### src/rtl/irq_agg_pkg.sv
package irq_agg_pkg;
  // Byte offsets of the register port
  localparam logic [7:0] OFF_PEND = 8'h00;
  localparam logic [7:0] OFF_INJ  = 8'h08;
  localparam logic [7:0] OFF_BLK  = 8'h10;
  localparam logic [7:0] OFF_CTL  = 8'h28;

  // Control word bit positions
  localparam int CTL_EDGE_BIT = 3;
  localparam int CTL_MSG_BIT  = 5;

  typedef enum logic [2:0] {
    SEL_NONE,
    SEL_PEND,
    SEL_INJ,
    SEL_BLK,
    SEL_CTL
  } reg_sel_e;
endpackage

### src/rtl/irq_src_front.sv
module irq_src_front #(
  parameter int NUM_SRC     = 32,
  parameter int SYNC_STAGES = 2
) (
  input  logic               clk,
  input  logic               rst,
  input  logic [NUM_SRC-1:0] src_i,
  input  logic               edge_mode,
  output logic [NUM_SRC-1:0] hw_set_o
);
  localparam int TOP = SYNC_STAGES - 1;

  for (genvar g = 0; g < NUM_SRC; g++) begin : g_line
    logic [SYNC_STAGES-1:0] sync_q;
    logic                   prev_q;
    logic                   synced;

    always_ff @(posedge clk) begin
      if (rst) begin
        sync_q <= '0;
        prev_q <= 1'b0;
      end else begin
        sync_q <= {sync_q[SYNC_STAGES-2:0], src_i[g]};
        prev_q <= synced;
      end
    end

    assign synced      = sync_q[TOP];
    assign hw_set_o[g] = edge_mode ? (synced & ~prev_q) : synced;

    // in edge mode a set request lasts a single cycle
    p_edge_pulse_r3: assert property (@(posedge clk) disable iff (rst)
      (edge_mode && hw_set_o[g]) |=> (!edge_mode || !hw_set_o[g]));
  end
endmodule

### src/rtl/irq_cause_bank.sv
module irq_cause_bank #(
  parameter int NUM_SRC = 32
) (
  input  logic               clk,
  input  logic               rst,
  input  logic [NUM_SRC-1:0] hw_set,
  input  logic [NUM_SRC-1:0] sw_set,
  input  logic [NUM_SRC-1:0] sw_keep,
  output logic [NUM_SRC-1:0] pend_q
);
  logic [NUM_SRC-1:0] pend_d;

  // Sets are ORed in after the clear, so a set always wins
  always_comb pend_d = (pend_q & sw_keep) | sw_set | hw_set;

  always_ff @(posedge clk) begin
    if (rst) pend_q <= '0;
    else     pend_q <= pend_d;
  end

  // a hardware set is never lost
  p_hw_set_wins_r10: assert property (@(posedge clk) disable iff (rst)
    1'b1 |=> ((pend_q & $past(hw_set)) == $past(hw_set)));

  // an injected bit always lands
  p_inject_lands_r5: assert property (@(posedge clk) disable iff (rst)
    1'b1 |=> ((pend_q & $past(sw_set)) == $past(sw_set)));

  // a cleared bit with no set in the same cycle drops
  p_clear_drops_r4: assert property (@(posedge clk) disable iff (rst)
    1'b1 |=> ((pend_q & $past(~sw_keep & ~hw_set & ~sw_set)) == '0));

  // no pending bit rises without a set request
  p_no_spurious_r3: assert property (@(posedge clk) disable iff (rst)
    1'b1 |=> ((pend_q & ~$past(pend_q) & ~$past(hw_set | sw_set)) == '0));
endmodule

### src/rtl/irq_csr.sv
module irq_csr
  import irq_agg_pkg::*;
#(
  parameter int NUM_SRC = 32,
  parameter int ADDR_W  = 6
) (
  input  logic               clk,
  input  logic               rst,
  input  logic               bus_sel,
  input  logic               bus_we,
  input  logic [ADDR_W-1:0]  bus_addr,
  input  logic [NUM_SRC-1:0] bus_wdata,
  input  logic [NUM_SRC-1:0] pend_q,
  output logic [NUM_SRC-1:0] blk_q,
  output logic               edge_mode,
  output logic [NUM_SRC-1:0] sw_set,
  output logic [NUM_SRC-1:0] sw_keep,
  output logic [NUM_SRC-1:0] bus_rdata
);
  reg_sel_e           sel;
  logic               edge_q;
  logic               msg_q;
  logic               wr;
  logic               rd;
  logic [NUM_SRC-1:0] ctl_view;
  logic [NUM_SRC-1:0] rd_d;

  always_comb begin
    if      (bus_addr == ADDR_W'(OFF_PEND)) sel = SEL_PEND;
    else if (bus_addr == ADDR_W'(OFF_INJ))  sel = SEL_INJ;
    else if (bus_addr == ADDR_W'(OFF_BLK))  sel = SEL_BLK;
    else if (bus_addr == ADDR_W'(OFF_CTL))  sel = SEL_CTL;
    else                                    sel = SEL_NONE;
  end

  assign wr = bus_sel & bus_we;
  assign rd = bus_sel & ~bus_we;

  assign sw_keep = (wr && sel == SEL_PEND) ? bus_wdata : '1;
  assign sw_set  = (wr && sel == SEL_INJ)  ? bus_wdata : '0;

  always_comb begin
    ctl_view               = '0;
    ctl_view[CTL_EDGE_BIT] = edge_q;
    ctl_view[CTL_MSG_BIT]  = msg_q;
  end

  always_comb begin
    case (sel)
      SEL_PEND: rd_d = pend_q;
      SEL_BLK:  rd_d = blk_q;
      SEL_CTL:  rd_d = ctl_view;
      default:  rd_d = '0;
    endcase
  end

  always_ff @(posedge clk) begin
    if (rst) begin
      blk_q     <= '1;
      edge_q    <= 1'b0;
      msg_q     <= 1'b0;
      bus_rdata <= '0;
    end else begin
      if (wr && sel == SEL_BLK) blk_q <= bus_wdata;
      if (wr && sel == SEL_CTL) begin
        edge_q <= bus_wdata[CTL_EDGE_BIT];
        msg_q  <= bus_wdata[CTL_MSG_BIT];
      end
      if (rd) bus_rdata <= rd_d;
    end
  end

  assign edge_mode = edge_q;

  // a mask write is visible on the next cycle
  p_blk_write_r6: assert property (@(posedge clk) disable iff (rst)
    (wr && sel == SEL_BLK) |=> (blk_q == $past(bus_wdata)));

  // a pending read returns raw pending bits
  p_pend_read_r8: assert property (@(posedge clk) disable iff (rst)
    (rd && sel == SEL_PEND) |=> (bus_rdata == $past(pend_q)));

  // read data holds while no read is strobed
  p_rdata_hold_r11: assert property (@(posedge clk) disable iff (rst)
    !rd |=> $stable(bus_rdata));
endmodule

### src/rtl/irq_wire_agg.sv
module irq_wire_agg #(
  parameter int NUM_SRC     = 32,
  parameter int ADDR_W      = 6,
  parameter int SYNC_STAGES = 2
) (
  input  logic               clk,
  input  logic               rst,
  input  logic [NUM_SRC-1:0] src_i,
  input  logic               bus_sel,
  input  logic               bus_we,
  input  logic [ADDR_W-1:0]  bus_addr,
  input  logic [NUM_SRC-1:0] bus_wdata,
  output logic [NUM_SRC-1:0] bus_rdata,
  output logic               irq_o
);
  logic [NUM_SRC-1:0] hw_set;
  logic [NUM_SRC-1:0] sw_set;
  logic [NUM_SRC-1:0] sw_keep;
  logic [NUM_SRC-1:0] pend_q;
  logic [NUM_SRC-1:0] blk_q;
  logic               edge_mode;

  irq_src_front #(.NUM_SRC(NUM_SRC), .SYNC_STAGES(SYNC_STAGES)) u_front (
    .clk(clk), .rst(rst), .src_i(src_i), .edge_mode(edge_mode), .hw_set_o(hw_set)
  );

  irq_cause_bank #(.NUM_SRC(NUM_SRC)) u_pend (
    .clk(clk), .rst(rst), .hw_set(hw_set), .sw_set(sw_set),
    .sw_keep(sw_keep), .pend_q(pend_q)
  );

  irq_csr #(.NUM_SRC(NUM_SRC), .ADDR_W(ADDR_W)) u_csr (
    .clk(clk), .rst(rst), .bus_sel(bus_sel), .bus_we(bus_we),
    .bus_addr(bus_addr), .bus_wdata(bus_wdata), .pend_q(pend_q),
    .blk_q(blk_q), .edge_mode(edge_mode), .sw_set(sw_set),
    .sw_keep(sw_keep), .bus_rdata(bus_rdata)
  );

  always_ff @(posedge clk) begin
    if (rst) irq_o <= 1'b0;
    else     irq_o <= |(pend_q & ~blk_q);
  end

  // output follows pending-and-unmasked one cycle later
  p_irq_follows_r7: assert property (@(posedge clk) disable iff (rst)
    1'b1 |=> (irq_o == (|($past(pend_q) & ~$past(blk_q)))));
endmodule

### config.mk
export PLATFORM = sky130hd
export DESIGN_NAME = irq_wire_agg
export DESIGN_NICKNAME = d
export VERILOG_FILES = /design/src/rtl/irq_agg_pkg.sv /design/src/rtl/irq_src_front.sv /design/src/rtl/irq_cause_bank.sv /design/src/rtl/irq_csr.sv /design/src/rtl/irq_wire_agg.sv
export SDC_FILE = /design/constraint.sdc
export NUM_CORES = 1
export LEC_CHECK = 0
export ABC_AREA = 1
export BUFFER_PORTS_ARGS = -buffer_cell sky130_fd_sc_hd__buf_4
export CORE_ASPECT_RATIO = 0.8
export CORE_UTILIZATION = 45
export DETAILED_ROUTE_END_ITERATION = 8
export GPL_TIMING_DRIVEN = 0
export PLACE_DENSITY_LB_ADDON = 0.15
export SLEW_MARGIN = 20
export SYNTH_ARGS = -nofsm -noshare
export SYNTH_HDL_FRONTEND = slang
export SYNTH_SLANG_ARGS = --single-unit
### constraint.sdc
create_clock -name clk -period 2 [get_ports clk]
set_input_delay 0.4 -clock clk [delete_from_list [all_inputs] [get_ports clk]]
set_output_delay 0.4 -clock clk [all_outputs]
set_load 0.005 [all_outputs]
After elaboration in Yosys (flattened, before gate mapping) --
Cells that the tools add are included.
Storage, ports and cells: output and inout bits 33, logic and storage cells 194, register bits after elaboration 195
Cells by class: reductions and logical operators 6, bitwise operators 72, multiplexer cells 39, eq/ne operators 7
Operator list (number):
- $pmux 32 s3 | 1
- $and 32x32->32 | 2
- $mux 32 | 2
- $or 32x32->32 | 2
- $and 1x1->1 | 34
- $not 1->1 | 33
- $mux 1 | 32
- $not 32->32 | 1
- $reduce_or 32->1 | 1
- $mux 3 | 4
- $eq 3x2->1 const B | 2
- $eq 6x4->1 const B | 1
- $eq 6x5->1 const B | 1
- $eq 6x6->1 const B | 1
- $logic_not 6->1 | 1
- $logic_and 1x1->1 | 4
- $eq 3x1->1 const B | 1
- $eq 3x3->1 const B | 1

Logic depth before layout (Yosys ltp) --
Gate-level depths: netlist of run 1.
depth after elaboration 11, depth in mapped cells 9, gate-level depth less buffers 7

Modules after synthesis --
From an unflattened synthesis of run 1, not the netlist that was laid out.
Unflattened totals: cell total of the unflattened synthesis 1043, area total of the unflattened synthesis 8061.5 µm²
Modules (own cells, without submodules):
- irq_csr | seq. area each 1321.3 µm², cells each 487, area each 3632.2 µm², times used 1
- irq_src_front | seq. area each 1921.8 µm², cells each 334, area each 2989.1 µm², times used 1
- irq_cause_bank | seq. area each 640.6 µm², cells each 131, area each 1074.8 µm², times used 1
- irq_wire_agg | seq. area each 20.0 µm², cells each 91, area each 365.4 µm², times used 1

Worst setup path before layout of run 1 --
Ideal clock, no wire load.
path kind input -> register, from input bus_addr[2], to register u_csr.blk_q[0], data required time 1870 ps, arrival 1239 ps, setup slack 631 ps, stages 7, setup time 130 ps, cells stage by stage nor2_4 -> nand2_2 -> nor2_4 -> nand4_2 -> clkbuf_1 -> nand2_1 -> nand3_1
Between the ends: longest elaborated chain between the ends 7
Ends and longest elaborated chain:
- start, declared | line irq_wire_agg.sv:11 | input logic [ADDR_W-1:0] bus_addr,
- $eq 6x6->1 | line irq_csr.sv:32 | else if (bus_addr == ADDR_W'(OFF_CTL)) sel = SEL_CTL;
- $mux 3 | line irq_csr.sv:32
- $mux 3 | line irq_csr.sv:31 | else if (bus_addr == ADDR_W'(OFF_BLK)) sel = SEL_BLK;
- $mux 3 | line irq_csr.sv:30 | else if (bus_addr == ADDR_W'(OFF_INJ)) sel = SEL_INJ;
- $mux 3 * | line irq_csr.sv:29 | if (bus_addr == ADDR_W'(OFF_PEND)) sel = SEL_PEND;
- $eq 3x2->1 * | line irq_csr.sv:64 | if (wr && sel == SEL_BLK) blk_q <= bus_wdata;
- $logic_and 1x1->1 * | line irq_csr.sv:64
- end signal, assigned | line irq_csr.sv:64
- end, declared | line irq_csr.sv:14 | output logic [NUM_SRC-1:0] blk_q,
Every way passes the cells marked *; elsewhere a longest branch is shown, timed or not. A chain may end at the register's enable or synchronous reset.

Worst setup path in the final report of run 1 --
from register u_csr.edge_q (netlist: u_csr.edge_mode), to register u_pend.pend_q[23]
Between the ends: longest elaborated chain between the ends 2
Ends and longest elaborated chain:
- start, declared | line irq_csr.sv:21 | logic edge_q;
- start signal, assigned | line irq_csr.sv:66 | edge_q <= bus_wdata[CTL_EDGE_BIT];
- $mux 1 | line irq_src_front.sv:29 | assign hw_set_o[g] = edge_mode ? (synced & ~prev_q) : synced;
- $or 32x32->32 | line irq_cause_bank.sv:14 | always_comb pend_d = (pend_q & sw_keep) | sw_set | hw_set;
- end signal, assigned | line irq_cause_bank.sv:18 | else pend_q <= pend_d;
- end, declared | line irq_cause_bank.sv:9 | output logic [NUM_SRC-1:0] pend_q
Every way passes these cells.

==> out/summary.json, run 1 <==
{
  "run_status": "completed",
  "crit_path_leading_delay_family": "buffers and inverters",
  "path_max_fanout": 10,
  "post_drt_wl_per_cell_um": 12.4,
  "setup_viol": 0,
  "rsz0062_at_grt": "no",
  "synth-edff-count": 0,
  "cellLeakagePower_nw": 4.37,
  "ctsRootBufferMaster": "sky130_fd_sc_hd__clkbuf_16",
  "drc": 0,
  "avgSynthCellArea_um2": 7.06,
  "crit_path_max_incr_delay_ns": 0.49,
  "postCtsHoldBufs": 0,
  "routed_wl_um": 17600,
  "critical_path.cell_chain": "clkbuf_1 > clkbuf_1 > nand2_1 > nand2_1 > o21ai_1 > a21oi_1 > nor2_1",
  "critPathLaunchType": "flip-flop",
  "gate_count_of_the_mapped_netlist": 1066,
  "fp.coreArea_um2": 16100,
  "cp.required_ns": 2.31,
  "antenna_cells_inserted": 0,
  "achievable-frequency_mhz": 603,
  "synth.yosys.seq_area_share_pct": 51.9,
  "cts-resized-gates": 0,
  "first_pass_grt_wire_length_um": 29000,
  "share_of_flip_flops_with_an_asynchronous_set_or_reset_pct": 0,
  "period_minus_slack_ns": 1.66,
  "grtUsageTotal_pct": 21.5,
  "core.rowCount": 41,
  "synth_ff_type": "sky130_fd_sc_hd__dfxtp_1",
  "synth_top_area_share_pct": 51.9,
  "grtUsageMet2_pct": 31.9,
  "count_leader_synth": "sky130_fd_sc_hd__nand2_1",
  "synth_top_cells_by_count": "313 x sky130_fd_sc_hd__nand2_1, 195 x sky130_fd_sc_hd__dfxtp_1, 166 x sky130_fd_sc_hd__inv_1",
  "cts_num_sinks": 195,
  "first_global_vias": 5749,
  "width_of_the_chip_um": 147,
  "io_pins": 107,
  "layout_worst_path_cycle_share_pct": 82.9,
  "hold_viol": 0,
  "cts.htree.levels": 4,
  "drt_pass1_iterations": 5,
  "worstPathBufferInverterCount": 2,
  "final_layout_size_suffix_gt1_share_pct": 13.8,
  "synth.top_cells.by_area": "sky130_fd_sc_hd__dfxtp_1 52%, sky130_fd_sc_hd__nand2_1 16%, sky130_fd_sc_hd__inv_1 8.3%",
  "dp_hpwl_um": 12800,
  "tritoncts": "yes",
  "overflow": 0,
  "cellPowerDensity_nw_per_um2": 858,
  "detailed_route_via_count": 6523,
  "postCtsSetupBuffers": 0,
  "initial_antenna_violation_count": 0,
  "ant_nets": 0,
  "cts_buffers": 17,
  "die_h_um": 118,
  "clk_latency_ns": 0.44,
  "groute.layer.met3.usage_pct": 4.46,
  "timing.clock.skew_ns": 0.0106,
  "end_kind": "flip-flop",
  "area.growth.synth_to_final_pct": 21.7,
  "gp_congestion": 0.840,
  "yosysWarnings": 0,
  "num-nets-final": 1264,
  "yosys_register_bits": 195,
  "groute.layer.met1.usage_pct": 31.4,
  "detailedPlace.worstSlack_ns": 0.0518,
  "maximum_number_of_pins_on_one_net_before_global_route_repair": 19,
  "final-max-slew-violation-count": 0,
  "maximum_vdd_drop_v": 0.000573,
  "die-area_um2": 17200,
  "postLayoutCellArea_um2": 9160,
  "final_core_utilization_pct": 57.0,
  "cp_slowest_cell": "sky130_fd_sc_hd__clkbuf_1",
  "clkSlewWorstSetupHoldPaths_ns": 0.07,
  "post_synth_num_cell_types": 22,
  "synth.largest_area_cell": "sky130_fd_sc_hd__dfxtp_1",
  "numPortBuffers": 105,
  "layout_setup_ws_ns": 0.342,
  "timing.hold.worst.class": "in2reg",
  "maxSlewHeadroom_pct": 56.8,
  "final.setup.tns_ns": 0,
  "clock_tree.buffer_depth": 2,
  "routed_via_density": 4.60,
  "max_cap_viol_count": 0,
  "dpl_cell_area_um2": 8580,
  "setup.worst_path.class": "reg2reg",
  "p_total_mw": 7.85,
  "grt.busiest_layer": "met2",
  "worstMarginPinSlew_ns": 0.648,
  "synth.net_count": 1140,
  "netlist_area_um2": 7520,
  "initial_utilization_pct": 46.9,
  "drt_first_iter_violations": 367,
  "critical_path_arrival_ns": 1.97
}
-- where the power goes --
part | total, mW | switching, mW | internal [mW]
registers | 4.06 | 0.0585 | 4.00
clock network | 3.32 | 1.57 | 1.75
logic | 0.470 | 0.278 | 0.193
-- metrics by stage --
step                      hold WS [ns]  cells
final                            0.158   1418
after global routing             0.151   1418
after CTS                        0.144   1418
after detailed placement         0.392   1386
after global placement           0.389   1386
after floorplan                  0.388   1066
-- worst paths after layout --
path / start / cells past startpoint / endpoint / slack (ns)
setup / recovery: u_csr.edge_mode / 7 / u_pend.pend_q[23] / 0.34
hold reg to reg: u_front.g_line[7].sync_q[0] / 2 / u_front.g_line[7].sync_q[1] / 0.39
setup reg to reg: u_csr.edge_mode / 7 / u_pend.pend_q[23] / 0.34
hold / removal: src_i[10] / 3 / u_front.g_line[10].sync_q[0] / 0.16
-- worst min-delay path: cells and delay by family --
kind / cells / cell delay, ns
and+or+nand+nor: 1 / 0.06
buffers and inverters: 2 / 0.10
-- area by class of cell --
cell class / instances / area (um^2)
clock inverters: 15 / 149
repair buffers: 105 / 788
fillers: 1552 / 6900
well taps: 215 / 269
flip-flops and latches: 195 / 3900
plain buffers: 52 / 253
inverters: 170 / 638
multi-input cells: 649 / 2730
clock buffers: 17 / 425
-- layout by cell type (no fill, tap or decap), drive strengths merged --
master	count
a21oi	65
buf	122
bufinv	1
clkbuf	52
clkinv	7
clkinvlp	2
dfxtp	195
inv	175
nand2	314
nand3	68
nand4	6
nor2	146
o21ai	48
o21bai	2
-- kinds of logic after synthesis --
| group | after synthesis | synth area share [%] |
|---|---|---|
| AOI/OAI and AO/OA | 115 | 7.77 |
| buffers and inverters | 222 | 11.8 |
| DFF | 195 | 51.9 |
| and+or+nand+nor | 534 | 28.5 |
-- sequential cells by signal, indices dropped and copies added, names as in the netlist --
register,count
irq_o,1
u_csr.blk_q,32
u_csr.bus_rdata,32
u_csr.edge_mode,1
u_csr.msg_q,1
u_front.g_line.prev_q,32
u_front.g_line.sync_q,64
u_pend.pend_q,32
-- layer usage --
metal,part of all wire (%),wire (um)
met4,1.0,176
met3,6.4,1130
met2,41,7230
met5,0,0
met1,52,9070
No activity file was read; power rests on OpenSTA's default activity.
==> run 2: changes to the inputs <==
Settings changed: ABC_AREA 1 to 0.
Clock period 2 ns to 1.3 ns, I/O delays scaled along.
==> out/summary.json, run 2 <==
{
  "run_status": "complete, but fails checks",
  "violations": "setup timing",
  "hold_viol": 0,
  "drt_pass1_iterations": 5,
  "area.growth.synth_to_final_pct": 25.4,
  "timing.clock.skew_ns": 0.00644,
  "clk_latency_ns": 0.44,
  "layout_worst_path_cycle_share_pct": 126,
  "cellPowerDensity_nw_per_um2": 1350,
  "setup.worst_path.class": "in2reg",
  "synth.top_cells.by_area": "sky130_fd_sc_hd__dfxtp_1 53%, sky130_fd_sc_hd__nor2b_1 8.3%, sky130_fd_sc_hd__nand2_1 6.6%",
  "place.detailed.instances": 1125,
  "io_pins": 107,
  "detailed_route_via_count": 5732,
  "die_h_um": 116,
  "routed_wl_um": 17900,
  "count_leader_synth": "sky130_fd_sc_hd__dfxtp_1",
  "path_max_fanout": 5,
  "final-max-slew-violation-count": 0,
  "synth_ff_type": "sky130_fd_sc_hd__dfxtp_1",
  "period_minus_slack_ns": 1.64,
  "cts_buffers": 17,
  "numPortBuffers": 105,
  "layout.cells.most_common": "sky130_fd_sc_hd__dfxtp_1",
  "synth.net_count": 879,
  "tritoncts": "yes",
  "core.rowCount": 41,
  "post_drt_wl_per_cell_um": 15.4,
  "worstMarginPinSlew_ns": 0.634,
  "routed_via_density": 4.94,
  "max_cap_viol_count": 0,
  "gate_count_of_the_mapped_netlist": 805,
  "cts.htree.levels": 4,
  "gp_congestion": 0.878,
  "yosysWarnings": 0,
  "critical_path.cell_chain": "buf_6 > or4_4 > or4_4 > buf_12 > a211oi_4 > a211oi_2",
  "ant_nets": 0,
  "worst_hold_slack_ns": 0.0254,
  "post_synth_num_cell_types": 29,
  "synth-edff-count": 0,
  "cts_num_sinks": 195,
  "maximum_number_of_pins_on_one_net_before_global_route_repair": 19,
  "synth_top_cells_by_count": "195 x sky130_fd_sc_hd__dfxtp_1, 129 x sky130_fd_sc_hd__nand2_1, 97 x sky130_fd_sc_hd__nor2b_1",
  "p_total_mw": 12.4,
  "die-area_um2": 16800,
  "clkSlewWorstSetupHoldPaths_ns": 0.07,
  "maxSlewHeadroom_pct": 57.4,
  "achievable-frequency_mhz": 609,
  "cp.required_ns": 1.60,
  "cp_slowest_cell": "sky130_fd_sc_hd__or4_4",
  "drt_first_iter_violations": 421,
  "initial_antenna_violation_count": 0,
  "share_of_flip_flops_with_an_asynchronous_set_or_reset_pct": 0,
  "rsz0062_at_grt": "yes",
  "yosys_register_bits": 195,
  "cpMostUsedCell": "sky130_fd_sc_hd__or4_4",
  "width_of_the_chip_um": 145,
  "synth.yosys.seq_area_share_pct": 53.3,
  "initial_utilization_pct": 46.2,
  "grtUsageTotal_pct": 22.1,
  "overflow": 0,
  "critPathLaunchType": "primary input",
  "avgSynthCellArea_um2": 9.10,
  "clock_tree.buffer_depth": 2,
  "final_layout_size_suffix_gt1_share_pct": 21.3,
  "num-nets-final": 1006,
  "dp_hpwl_um": 13000,
  "ctsRootBufferMaster": "sky130_fd_sc_hd__clkbuf_16",
  "nFillCells": 1514,
  "synth.largest_area_cell": "sky130_fd_sc_hd__dfxtp_1",
  "synth_top_area_share_pct": 53.3,
  "largest_reg_flops": 64,
  "layout_setup_ws_ns": -0.342,
  "end_kind": "flip-flop",
  "drc": 0,
  "non_filler_cells_final": 1160,
  "first_pass_grt_wire_length_um": 27500,
  "cellLeakagePower_nw": 3.63,
  "critical_path_arrival_ns": 1.95,
  "most-common-layout-cells": "195 x sky130_fd_sc_hd__dfxtp_1, 129 x sky130_fd_sc_hd__nand2_1, 110 x sky130_fd_sc_hd__buf_4",
  "setup_viol": 33,
  "fp.coreArea_um2": 15900,
  "maximum_vdd_drop_v": 0.000870,
  "timing.hold.worst.class": "in2reg",
  "registers.top_by_ff_count": "u_front.g_line.sync_q",
  "crit_path_max_incr_delay_ns": 0.55,
  "first_global_vias": 5166,
  "netlist_area_um2": 7330,
  "antenna_cells_inserted": 0
}
run 2: per-layer routing:
layer	vias up	GRT usage (%)	routed length, um
li1	2968	-	-
met4	0	5.47	144
met2	157	33.1	7430
met3	12	5.21	904
met5	-	0	0
met1	2595	32.0	9370
run 2: worst paths after layout:
| check | endpoint | slack [ns] | cells past startpoint | start |
|---|---|---|---|---|
| setup / recovery | u_pend.pend_q[25] | -0.34 | 6 | bus_addr[4] |
| hold / removal | u_front.g_line[31].sync_q[0] | 0.03 | 2 | src_i[31] |
| setup reg to reg | u_pend.pend_q[6] | -0.15 | 4 | u_csr.edge_mode |
| hold reg to reg | u_front.g_line[0].sync_q[1] | 0.44 | 1 | u_front.g_line[0].sync_q[0] |
run 2: cells by family after synthesis:
kind of cell | share of synthesized area (%)
AOI/OAI and AO/OA | 17.8
buffers and inverters | 4.99
DFF | 53.3
muxes | 0.410
and+or+nand+nor | 23.6
run 2: metrics by stage:
stage	setup TNS, ns	instance area (um^2)	setup WS (ns)	util, %
6_report	-9.72	9190	-0.342	57.9
3_5_place_dp	-54.10	8390	-0.918	52.9
3_3_place_gp	-52.10	8390	-0.897	52.9
2_1_floorplan	-18.50	7330	-0.575	-
5_1_grt	-10.45	9190	-0.374	57.9
4_1_cts	-8.55	9110	-0.298	57.5
run 2: repair_timing:
action                     4_1_cts  5_1_grt
hold buffers                     0        0
resized for setup               18       22
gates cloned                     1        0
pin swaps                       17        4
setup endpoints to repair       33       97
setup buffers                    4        1
run 2: worst max-delay path, delay by kind of cell:
kind	cells	cell delay, ns
AOI/OAI and AO/OA	2	0.31
and+or+nand+nor	2	1.08
buffers and inverters	2	0.29
run 2: layout make-up:
cell class | instances | area, um^2 | share of cell area (%)
tap | 215 | 269 | 2.93
sequential | 195 | 3900 | 42.5
clock buffer | 18 | 439 | 4.78
inverter | 33 | 124 | 1.35
timing repair buffer | 111 | 861 | 9.37
multi-input combinational | 520 | 3150 | 34.3
clock inverter | 14 | 168 | 1.83
buffer | 54 | 274 | 2.98
run 2: where the power goes:
part / internal [mW] / switching (mW)
combinational: 0.393 / 0.432
clock: 2.95 / 2.43
sequential: 6.13 / 0.0689
==> run 3: changes to the inputs <==
Settings changed: SETUP_SLACK_MARGIN from default to 0.05.
==> out/summary.json, run 3 (synthesis results as in run 2) <==
{
  "run_status": "complete, but fails checks",
  "violations": "setup timing",
  "regArea_um2": 3900,
  "die-area_um2": 16800,
  "postLayoutCellArea_um2": 9110,
  "grtUsageTotal_pct": 22.1,
  "overflow": 0,
  "place.detailed.instances": 1125,
  "tritoncts": "yes",
  "first_global_vias": 5234,
  "path_max_fanout": 10,
  "ctsRootBufferMaster": "sky130_fd_sc_hd__clkbuf_16",
  "end_kind": "flip-flop",
  "setup_viol": 33,
  "cts_buffers": 17,
  "clkSlewWorstSetupHoldPaths_ns": 0.07,
  "core.rowCount": 41,
  "maximum_number_of_pins_on_one_net_before_global_route_repair": 19,
  "rsz0062_at_grt": "yes",
  "critical_path_arrival_ns": 1.92,
  "maxSlewHeadroom_pct": 59.1,
  "postCtsHoldBufs": 0,
  "routed_wl_um": 17600,
  "cp.required_ns": 1.61,
  "hold_viol": 0,
  "io_pins": 107,
  "area.growth.synth_to_final_pct": 24.4,
  "crit_path_max_incr_delay_ns": 0.54,
  "drt_first_iter_violations": 589,
  "antenna_cells_inserted": 0,
  "post_drt_wl_per_cell_um": 15.2,
  "fp.coreArea_um2": 15900,
  "die_h_um": 116,
  "num-nets-final": 1007,
  "initial_antenna_violation_count": 0,
  "dp_hpwl_um": 13100,
  "final_layout_size_suffix_gt1_share_pct": 21.6,
  "detailed_route_via_count": 5795,
  "layout_worst_path_cycle_share_pct": 124,
  "numPortBuffers": 105,
  "timing.hold.worst.class": "in2reg",
  "routed_via_density": 4.99,
  "gp_congestion": 0.908,
  "most-common-layout-cells": "195 x sky130_fd_sc_hd__dfxtp_1, 129 x sky130_fd_sc_hd__nand2_1, 109 x sky130_fd_sc_hd__buf_4",
  "ant_nets": 0,
  "setup.worst_path.class": "in2reg",
  "largest_reg_flops": 64,
  "layout.cells.most_common": "sky130_fd_sc_hd__dfxtp_1",
  "initial_utilization_pct": 46.2,
  "nFillCells": 1465,
  "cpMostUsedCell": "sky130_fd_sc_hd__or4_4",
  "clock_tree.buffer_depth": 2,
  "achievable-frequency_mhz": 619,
  "layout_setup_ws_ns": -0.315,
  "period_minus_slack_ns": 1.62,
  "worstMarginPinSlew_ns": 0.608,
  "max_cap_viol_count": 0,
  "critPathLaunchType": "primary input",
  "cellPowerDensity_nw_per_um2": 1320,
  "critical_path.cell_chain": "buf_8 > or4_4 > or4_4 > buf_6 > a211oi_2 > a211oi_1",
  "timing.clock.skew_ns": 0.00830,
  "multiInputGateArea_um2": 3120,
  "dpl_cell_area_um2": 8400,
  "drc": 0,
  "drt_pass1_iterations": 5,
  "final.setup.tns_ns": -9.25,
  "worst_hold_slack_ns": 0.0268,
  "cts_num_sinks": 195,
  "clk_latency_ns": 0.44,
  "cellLeakagePower_nw": 3.60,
  "non_filler_cells_final": 1161,
  "cts.htree.levels": 4,
  "p_total_mw": 12.0,
  "width_of_the_chip_um": 145,
  "registers.top_by_ff_count": "u_front.g_line.sync_q",
  "cp_slowest_cell": "sky130_fd_sc_hd__or4_4",
  "maximum_vdd_drop_v": 0.00101,
  "final-max-slew-violation-count": 0,
  "first_pass_grt_wire_length_um": 27700
}
## run 3: final cells by class
| type | count | share of cell area [%] |
|---|---|---|
| tap | 215 | 2.95 |
| inverter | 33 | 1.36 |
| timing repair buffer | 110 | 9.23 |
| sequential | 195 | 42.8 |
| buffer | 56 | 3.12 |
| clock buffer | 19 | 4.97 |
| multi-input combinational | 520 | 34.3 |
| clock inverter | 13 | 1.26 |
## run 3: final timing paths
kind                                      from                      endpoint  slack [ns]  depth (start not counted)
hold / removal                       src_i[22]  u_front.g_line[22].sync_q[0]        0.03                          2
setup / recovery                   bus_addr[4]             u_pend.pend_q[25]       -0.32                          6
setup reg to reg               u_csr.edge_mode              u_pend.pend_q[5]       -0.13                          4
hold reg to reg   u_front.g_line[26].sync_q[0]  u_front.g_line[26].sync_q[1]        0.43                          1
## run 3: per-stage QoR
stage               util (%)  worst slack [ns]
detailed placement      53.0            -0.909
floorplan                  -            -0.575
global route            57.5            -0.360
CTS                     57.0            -0.286
global placement        53.0            -0.895
finish                  57.5            -0.315
## run 3: layer usage
layer	track usage [%]	routed length, um	vias up
met1	32.5	9130	2597
met2	32.1	7120	190
met5	0	0	-
met3	4.26	1110	23
met4	8.14	275	0
li1	-	-	2985
## run 3: report_power, final
| part | total [mW] | switching (mW) | leakage, nW | internal [mW] |
|---|---|---|---|---|
| logic | 0.813 | 0.424 | 1.73 | 0.389 |
| registers | 6.20 | 0.0678 | 1.59 | 6.13 |
| clock network | 5.00 | 2.39 | 0.278 | 2.61 |
| total | 12.0 | 2.88 | 3.60 | 9.13 |
## run 3: worst max-delay path: cells and delay by family
kind | cells | cell delay (ns)
and+or+nand+nor | 2 | 1.06
AOI/OAI and AO/OA | 2 | 0.30
buffers and inverters | 2 | 0.29
## run 3: what timing repair did
action | in CTS | in global routing
pin swaps | 2 | 4
buffers inserted | 2 | 3
gates resized for setup | 15 | 19
endpoints found under the hold margin | 0 | 0
setup endpoints to repair | 33 | 91
